--- src/rtl/clko_pkg.sv ---
package clko_pkg;

   localparam int unsigned RATE_W   = 3;
   localparam int unsigned MAX_LOG2 = 8;

   typedef logic [RATE_W-1:0] rate_t;

   localparam rate_t RATE_OFF  = rate_t'(0);
   localparam rate_t RATE_PASS = rate_t'(5);

   // log2 of the division ratio for each rate code (code 0 has no clock)
   function automatic int unsigned rate_log2(input rate_t r);
      int unsigned lg;
      case (r)
         3'd1:    lg = 4;
         3'd2:    lg = 3;
         3'd3:    lg = 2;
         3'd4:    lg = 1;
         3'd5:    lg = 0;
         3'd6:    lg = 6;
         3'd7:    lg = 8;
         default: lg = 0;
      endcase
      return lg;
   endfunction

   function automatic logic rate_is_off(input rate_t r);
      return (r == RATE_OFF);
   endfunction

   function automatic logic rate_is_pass(input rate_t r);
      return (r == RATE_PASS);
   endfunction

endpackage

--- src/rtl/clko_sync.sv ---
module clko_sync #(
   parameter int unsigned STAGES = 2
) (
   input  logic clk,
   input  logic rst_n,
   input  logic d_in,
   output logic d_out
);

   generate
      if (STAGES == 0) begin : g_bypass
         assign d_out = d_in;
      end else begin : g_chain
         logic [STAGES-1:0] chain;
         always_ff @(posedge clk or negedge rst_n) begin
            if (!rst_n) chain <= '0;
            else if (STAGES == 1) chain <= d_in;
            else chain <= {chain[STAGES-2:0], d_in};
         end
         assign d_out = chain[STAGES-1];
      end
      if (STAGES > 4) begin : g_bad_depth
         $error("clko_sync: STAGES must be 0..4");
      end
   endgenerate

endmodule

--- src/rtl/clko_ctrl.sv ---
module clko_ctrl
   import clko_pkg::*;
#(
   parameter rate_t       RESET_RATE  = rate_t'(1),
   parameter int unsigned SYNC_STAGES = 2
) (
   input  logic  clk,
   input  logic  rst_n,
   input  logic  rate_we,
   input  rate_t rate_wdata,
   input  logic  defer_we,
   input  logic  defer_wdata,
   input  logic  sleep_in,
   input  logic  apply_ack,
   output logic  req_valid,
   output rate_t req_rate
);

   logic  sleep_s;
   logic  sleep_d;
   logic  wake;
   logic  defer_q;
   logic  waiting;
   rate_t shadow;

   clko_sync #(.STAGES(SYNC_STAGES)) u_sleep_sync (
      .clk   (clk),
      .rst_n (rst_n),
      .d_in  (sleep_in),
      .d_out (sleep_s)
   );

   always_ff @(posedge clk or negedge rst_n) begin
      if (!rst_n) sleep_d <= 1'b0;
      else        sleep_d <= sleep_s;
   end

   assign wake = sleep_d & ~sleep_s;

   always_ff @(posedge clk or negedge rst_n) begin
      if (!rst_n) defer_q <= 1'b0;
      else if (defer_we) defer_q <= defer_wdata;
   end

   always_ff @(posedge clk or negedge rst_n) begin
      if (!rst_n) begin
         shadow    <= RESET_RATE;
         waiting   <= 1'b0;
         req_valid <= 1'b0;
         req_rate  <= RESET_RATE;
      end else begin
         if (apply_ack) req_valid <= 1'b0;
         if (rate_we) begin
            shadow <= rate_wdata;
            if (!defer_q) begin
               req_rate  <= rate_wdata;
               req_valid <= 1'b1;
               waiting   <= 1'b0;
            end else begin
               waiting <= 1'b1;
            end
         end else if (wake && waiting) begin
            req_rate  <= shadow;
            req_valid <= 1'b1;
            waiting   <= 1'b0;
         end
      end
   end

   a_r5_immediate_request: assert property (@(posedge clk) disable iff (!rst_n)
      (rate_we && !defer_q) |=> (req_valid && req_rate == $past(rate_wdata)));

   a_r6_deferred_held: assert property (@(posedge clk) disable iff (!rst_n)
      (rate_we && defer_q && !req_valid) |=> !req_valid);

   a_r6_wake_releases: assert property (@(posedge clk) disable iff (!rst_n)
      (wake && waiting && !rate_we) |=> (req_valid && req_rate == $past(shadow)));

   a_r9_idle_wake: assert property (@(posedge clk) disable iff (!rst_n)
      (wake && !waiting && !rate_we && !req_valid) |=> !req_valid);

endmodule

--- src/rtl/clko_div.sv ---
module clko_div
   import clko_pkg::*;
#(
   parameter rate_t       RESET_RATE = rate_t'(1),
   parameter int unsigned CNT_W      = MAX_LOG2
) (
   input  logic  clk,
   input  logic  rst_n,
   input  logic  req_valid,
   input  rate_t req_rate,
   output logic  apply_ack,
   output logic  clk_out
);

   rate_t       active;
   logic [CNT_W-1:0] cnt;
   logic [CNT_W-1:0] half_m1;
   logic        q_div;
   logic        g_pass;
   logic        mode_off;
   logic        mode_pass;
   logic        at_boundary;
   int unsigned lg;

   if (CNT_W < MAX_LOG2) begin : g_bad_cnt
      $error("clko_div: CNT_W too small for the slowest rate");
   end

   always_comb begin
      lg        = rate_log2(active);
      mode_off  = rate_is_off(active);
      mode_pass = rate_is_pass(active);
      if (lg == 0) half_m1 = '0;
      else         half_m1 = CNT_W'((32'd1 << (lg - 1)) - 32'd1);
      at_boundary = mode_off || mode_pass || (!q_div && cnt == half_m1);
   end

   assign apply_ack = at_boundary && req_valid;

   always_ff @(posedge clk or negedge rst_n) begin
      if (!rst_n) begin
         active <= RESET_RATE;
         cnt    <= '0;
         q_div  <= 1'b0;
      end else if (apply_ack) begin
         active <= req_rate;
         cnt    <= '0;
         q_div  <= 1'b0;
      end else if (mode_off || mode_pass) begin
         cnt    <= '0;
         q_div  <= 1'b0;
      end else if (cnt == half_m1) begin
         cnt    <= '0;
         q_div  <= ~q_div;
      end else begin
         cnt    <= cnt + 1'b1;
      end
   end

   // pass-through gate changes only while the reference is low
   always_ff @(negedge clk or negedge rst_n) begin
      if (!rst_n) g_pass <= 1'b0;
      else        g_pass <= mode_pass;
   end

   assign clk_out = (clk & g_pass) | q_div;

   a_r7_switch_in_low: assert property (@(posedge clk) disable iff (!rst_n)
      !$stable(active) |-> !$past(q_div));

   a_r7_switch_needs_request: assert property (@(posedge clk) disable iff (!rst_n)
      !$stable(active) |-> $past(req_valid));

   a_r2_off_stays_low: assert property (@(posedge clk) disable iff (!rst_n)
      (mode_off && $past(mode_off)) |-> !q_div);

   a_r8_count_bound: assert property (@(posedge clk) disable iff (!rst_n)
      (!mode_off && !mode_pass) |-> (cnt <= half_m1));

endmodule

--- src/rtl/clko_gen.sv ---
module clko_gen
   import clko_pkg::*;
#(
   parameter int unsigned RESET_RATE  = 1,
   parameter int unsigned SYNC_STAGES = 2
) (
   input  logic                clk_ref,
   input  logic                rst_n,
   input  logic                rate_we,
   input  logic [RATE_W-1:0]   rate_wdata,
   input  logic                defer_we,
   input  logic                defer_wdata,
   input  logic                sleep_in,
   output logic                clk_out
);

   localparam rate_t RST_CODE = rate_t'(RESET_RATE);

   logic  req_valid;
   rate_t req_rate;
   logic  apply_ack;

   if (RESET_RATE >= (1 << RATE_W)) begin : g_bad_reset
      $error("clko_gen: RESET_RATE out of range");
   end

   clko_ctrl #(
      .RESET_RATE  (RST_CODE),
      .SYNC_STAGES (SYNC_STAGES)
   ) u_ctrl (
      .clk         (clk_ref),
      .rst_n       (rst_n),
      .rate_we     (rate_we),
      .rate_wdata  (rate_wdata),
      .defer_we    (defer_we),
      .defer_wdata (defer_wdata),
      .sleep_in    (sleep_in),
      .apply_ack   (apply_ack),
      .req_valid   (req_valid),
      .req_rate    (req_rate)
   );

   clko_div #(
      .RESET_RATE (RST_CODE),
      .CNT_W      (MAX_LOG2)
   ) u_div (
      .clk       (clk_ref),
      .rst_n     (rst_n),
      .req_valid (req_valid),
      .req_rate  (req_rate),
      .apply_ack (apply_ack),
      .clk_out   (clk_out)
   );

endmodule

--- config.mk ---
export PLATFORM = sky130hd
export DESIGN_NAME = clko_gen
export DESIGN_NICKNAME = d
export VERILOG_FILES = /design/src/rtl/clko_pkg.sv /design/src/rtl/clko_sync.sv /design/src/rtl/clko_ctrl.sv /design/src/rtl/clko_div.sv /design/src/rtl/clko_gen.sv
export SDC_FILE = /design/constraint.sdc
export NUM_CORES = 1
export LEC_CHECK = 0
export BUFFER_PORTS_ARGS = -buffer_cell sky130_fd_sc_hd__buf_2
export CORE_ASPECT_RATIO = 0.5
export CORE_MARGIN = 4
export CORE_UTILIZATION = 24
export CTS_CLUSTER_DIAMETER = 100
export CTS_CLUSTER_SIZE = 25
export DETAILED_ROUTE_END_ITERATION = 16
export MAX_ROUTING_LAYER = met4
export PLACE_DENSITY_LB_ADDON = 0.15
export SETUP_SLACK_MARGIN = 0.02
export SLEW_MARGIN = 5
export SYNTH_ARGS = -nofsm -noshare
export SYNTH_HDL_FRONTEND = slang
export SYNTH_SLANG_ARGS = --single-unit
--- constraint.sdc ---
create_clock -name clk_ref -period 3.24 [get_ports clk_ref]
set_input_delay 0 -clock clk_ref [delete_from_list [all_inputs] [get_ports clk_ref]]
set_output_delay 0 -clock clk_ref [all_outputs]
set_load 0.005 [all_outputs]
==> summary.md <==
| Metric | Value |
|---|---|
| Initial DRC count | 65 |
| RSZ-0062 raised after global routing | false |
| Slew Viols, Final | 0 |
| FF+latch count, synth | 25 |
| Synth top area cells | dfrtp_1, dfstp_2, mux2_2 |
| Vias per cell | roughly 4.6 |
| Die width | 113.3 µm |
| First drt pass iteration count | 4 |
| Post-synth top area share | 39.47% |
| CORE AREA | 0.005135 mm² |
| Number of diodes | 0 |
| Syn. warnings | 0 |
| # DRC | 0 |
| Via count of the first global-routing pass | around 1.1k |
| Period utilisation layout | approximately 86% |
| First-pass GRT wire length | just over 5000 µm |
| PD cells | approximately 620 mW/mm² |
| Final net count | 165 |
| Ports | 10 |
| Crit. End Element | flip-flop |
| Sequential area share after synthesis | between 40 and 50% |
| Antenna violations before repair | 0 |
| Post-synth cell types | 43 |
| Grt ovf | 0 |
| Mapped Area | ~0.0013 mm² |
| Hold WC Path Type | in2async |
| Design Area, Final | 0.001652 mm² |
| Share of cells above drive strength 1 | 22.88% |
| Reg2Reg Depth | 9 |
| Post_cts resized | 0 |
| All-layer global routing usage | about a tenth |
| Average size of a mapped cell | around 10 µm² |
| Gpl congestion | approximately 0.74 |
| Fmax | roughly 360 MHz |
| CTS tree | done |
| Worst Skew | 19.56 ps |
| Worst-path clk slew | ~90 ps |
| Post-synth top flop | dfrtp_1 |
| Die Ht | slightly above 60 µm |
| Routed length per instance | around 13 µm |
| Leading area contributor after synthesis | dfrtp_1 |
| Vias | ~1.0k |
| FILL cells | ~520 |
| Antenna Nets Post-Route | 0 |
| Req. time, crit path | 3500 ps |
| CP Max Fanout | 10 |
| WP data arrival | 3040 ps |
| Most common library cells after synthesis | dfrtp_1, nor2_1, nand2_1 |
| Status | finished, final reports clean |
| Worst-Margin Slew | ~530 ps |
| Final Instance Count excl. Fillers | about 220 |
| Peak supply drop | between 150 and 200 µV |
| WS Path Type | reg2reg |
| Most numerous cell in the Yosys netlist | dfrtp_1 |
| Die area | 0.006875 mm² |
| Tmin final | ~2800 ps |
| Setup violations, final | 0 |
| Clock Latency Late Sink | ~400 ps |
| Post-synth EDFFs | 0 |
| Hold Vio Cnt, Final | 0 |
| Max-Cap Viols | 0 |
| I/O Buffers | 9 |
| Starting Density | about 26% |
| Post-Syn Instances | around 130 |
| Post-Syn Nets | 140 |
| HPWL after detailed placement | slightly above 2000 µm |
| Static Leakage | between 0.7 and 0.8 nW |
| CP startpoint kind | flip-flop |
| Inst Count DP | roughly 210 |
| Cell Rows | 18 |
| Post-synthesis async set-or-reset flop share | 100.0% |
| Placed cell areas | between 0.001 and 0.0015 mm² |
| Worst relative slew slack | around 64% |
| Setup TNS | 0 ps |
| Largest net degree at the start of global routing | 25 |
| Final wirelength | ~2900 µm |
| Area Growth Syn to Fin | 24.06% |
==> layout by cell type (no fill, tap or decap), types with 3 or more instances in the layout <==
cell type and instances:
buf_2 9, inv_1 7, dfrtp_1 21, dfstp_2 3
nand2_1 9, mux2_2 7, xor2_1 5, xnor2_1 4
o21ai_0 5, nand3_1 8, buf_4 3, clkbuf_8 6
nand4_1 4, dlygate4sd3_1 11, nor2_1 14, a21oi_1 3
==> what timing repair did <==
item	CTS	global route
endpoints found under the setup margin	0	0
endpoints found under the hold margin	31	0
buffers inserted	0	0
hold buffers	11	0
==> state kept, by name (all words and copies together) (netlist names) <==
signal	count
u_ctrl.defer_q	1
u_ctrl.req_rate	3
u_ctrl.req_valid	1
u_ctrl.shadow	3
u_ctrl.sleep_d	1
u_ctrl.u_sleep_sync.g_chain.chain	2
u_ctrl.waiting	1
u_div.active	3
u_div.cnt	8
u_div.g_pass	1
u_div.q_div	1
==> final cells by class <==
| cell class | instances | area (µm²) | share of cell area (%) |
|---|---|---|---|
| inverter | 8 | 30.03 | 1.818 |
| tap | 70 | 87.58 | 5.303 |
| clock buffer | 7 | 87.58 | 5.303 |
| sequential | 25 | 629.4 | 38.11 |
| multi-input combinational | 90 | 636.9 | 38.56 |
| timing repair buffer | 22 | 172.7 | 10.45 |
| clock inverter | 1 | 7.507 | 0.4545 |
==> worst max-delay path, cell delays in order (launching register included) <==
cell and delay, ps:
dfrtp_1 510, inv_1 220, nand3_1 100, ha_1 270, nor4b_1 340, a211oi_2 90, xnor2_1 170, nor4_4 530
or2_1 340, nor2_1 90
==> metrics by stage <==
| step | setup WS (ps) | hold slack [ps] | utilization [%] | power (mW) |
|---|---|---|---|---|
| 5_1_grt | 221.4 | 231.8 | 32.16 | 1.111 |
| 3_5_place_dp | 498.2 | 66.10 | 28.27 | 0.7371 |
| 4_1_cts | 473.0 | 193.1 | 32.16 | 1.044 |
| 6_report | 457.6 | 173.3 | 32.16 | 1.025 |
| 3_3_place_gp | 550.2 | 59.96 | 28.27 | 0.7363 |
| 2_1_floorplan | 696.5 | -295.6 | - | 0.6611 |
==> power breakdown <==
part	leakage [nW]	switching [mW]	internal, mW	total [mW]
sequential	0.290	0.0874	0.383	0.470
clock	0.0568	0.118	0.169	0.287
combinational	0.367	0.132	0.135	0.268
==> path summary, 6_finish.rpt <==
path                       slack (ps)                                        endpoint                                           start
hold / removal                    170                          u_div.cnt[4]$_DFF_PN0_                                           rst_n
setup / recovery                  460                          u_div.cnt[4]$_DFF_PN0_                     u_div.active[2]$_DFFE_PN0N_
setup reg to reg                  460                          u_div.cnt[4]$_DFF_PN0_                     u_div.active[2]$_DFFE_PN0N_
min in group clk_ref              260  u_ctrl.u_sleep_sync.g_chain.chain[0]$_DFF_PN0_                                        sleep_in
hold reg to reg                   360  u_ctrl.u_sleep_sync.g_chain.chain[1]$_DFF_PN0_  u_ctrl.u_sleep_sync.g_chain.chain[0]$_DFF_PN0_
max in group asynchronous        1690                          u_div.g_pass$_DFF_NN0_                                           rst_n
==> kinds of logic after synthesis <==
logic type	Yosys count	synth area share [%]
AND/OR/NAND/NOR	47	18.80
adder cells (fa/ha/maj)	2	1.879
XOR/XNOR	9	5.921
flip-flops	25	47.27
multiplexers	9	7.425
buffers and inverters	14	4.887
AO/OA/AOI/OAI	23	13.82
==> routing by layer <==
layer  GRT usage (%)  share of wire (%)  vias to the layer above
met2           15.24                 43                       23
met3           3.884                5.1                        3
met4           4.452                1.5                        0
met1           12.62                 50                      496
li1                -                  -                      506
met5               -                  0                        -
No activity file was read; power rests on OpenSTA's default activity.
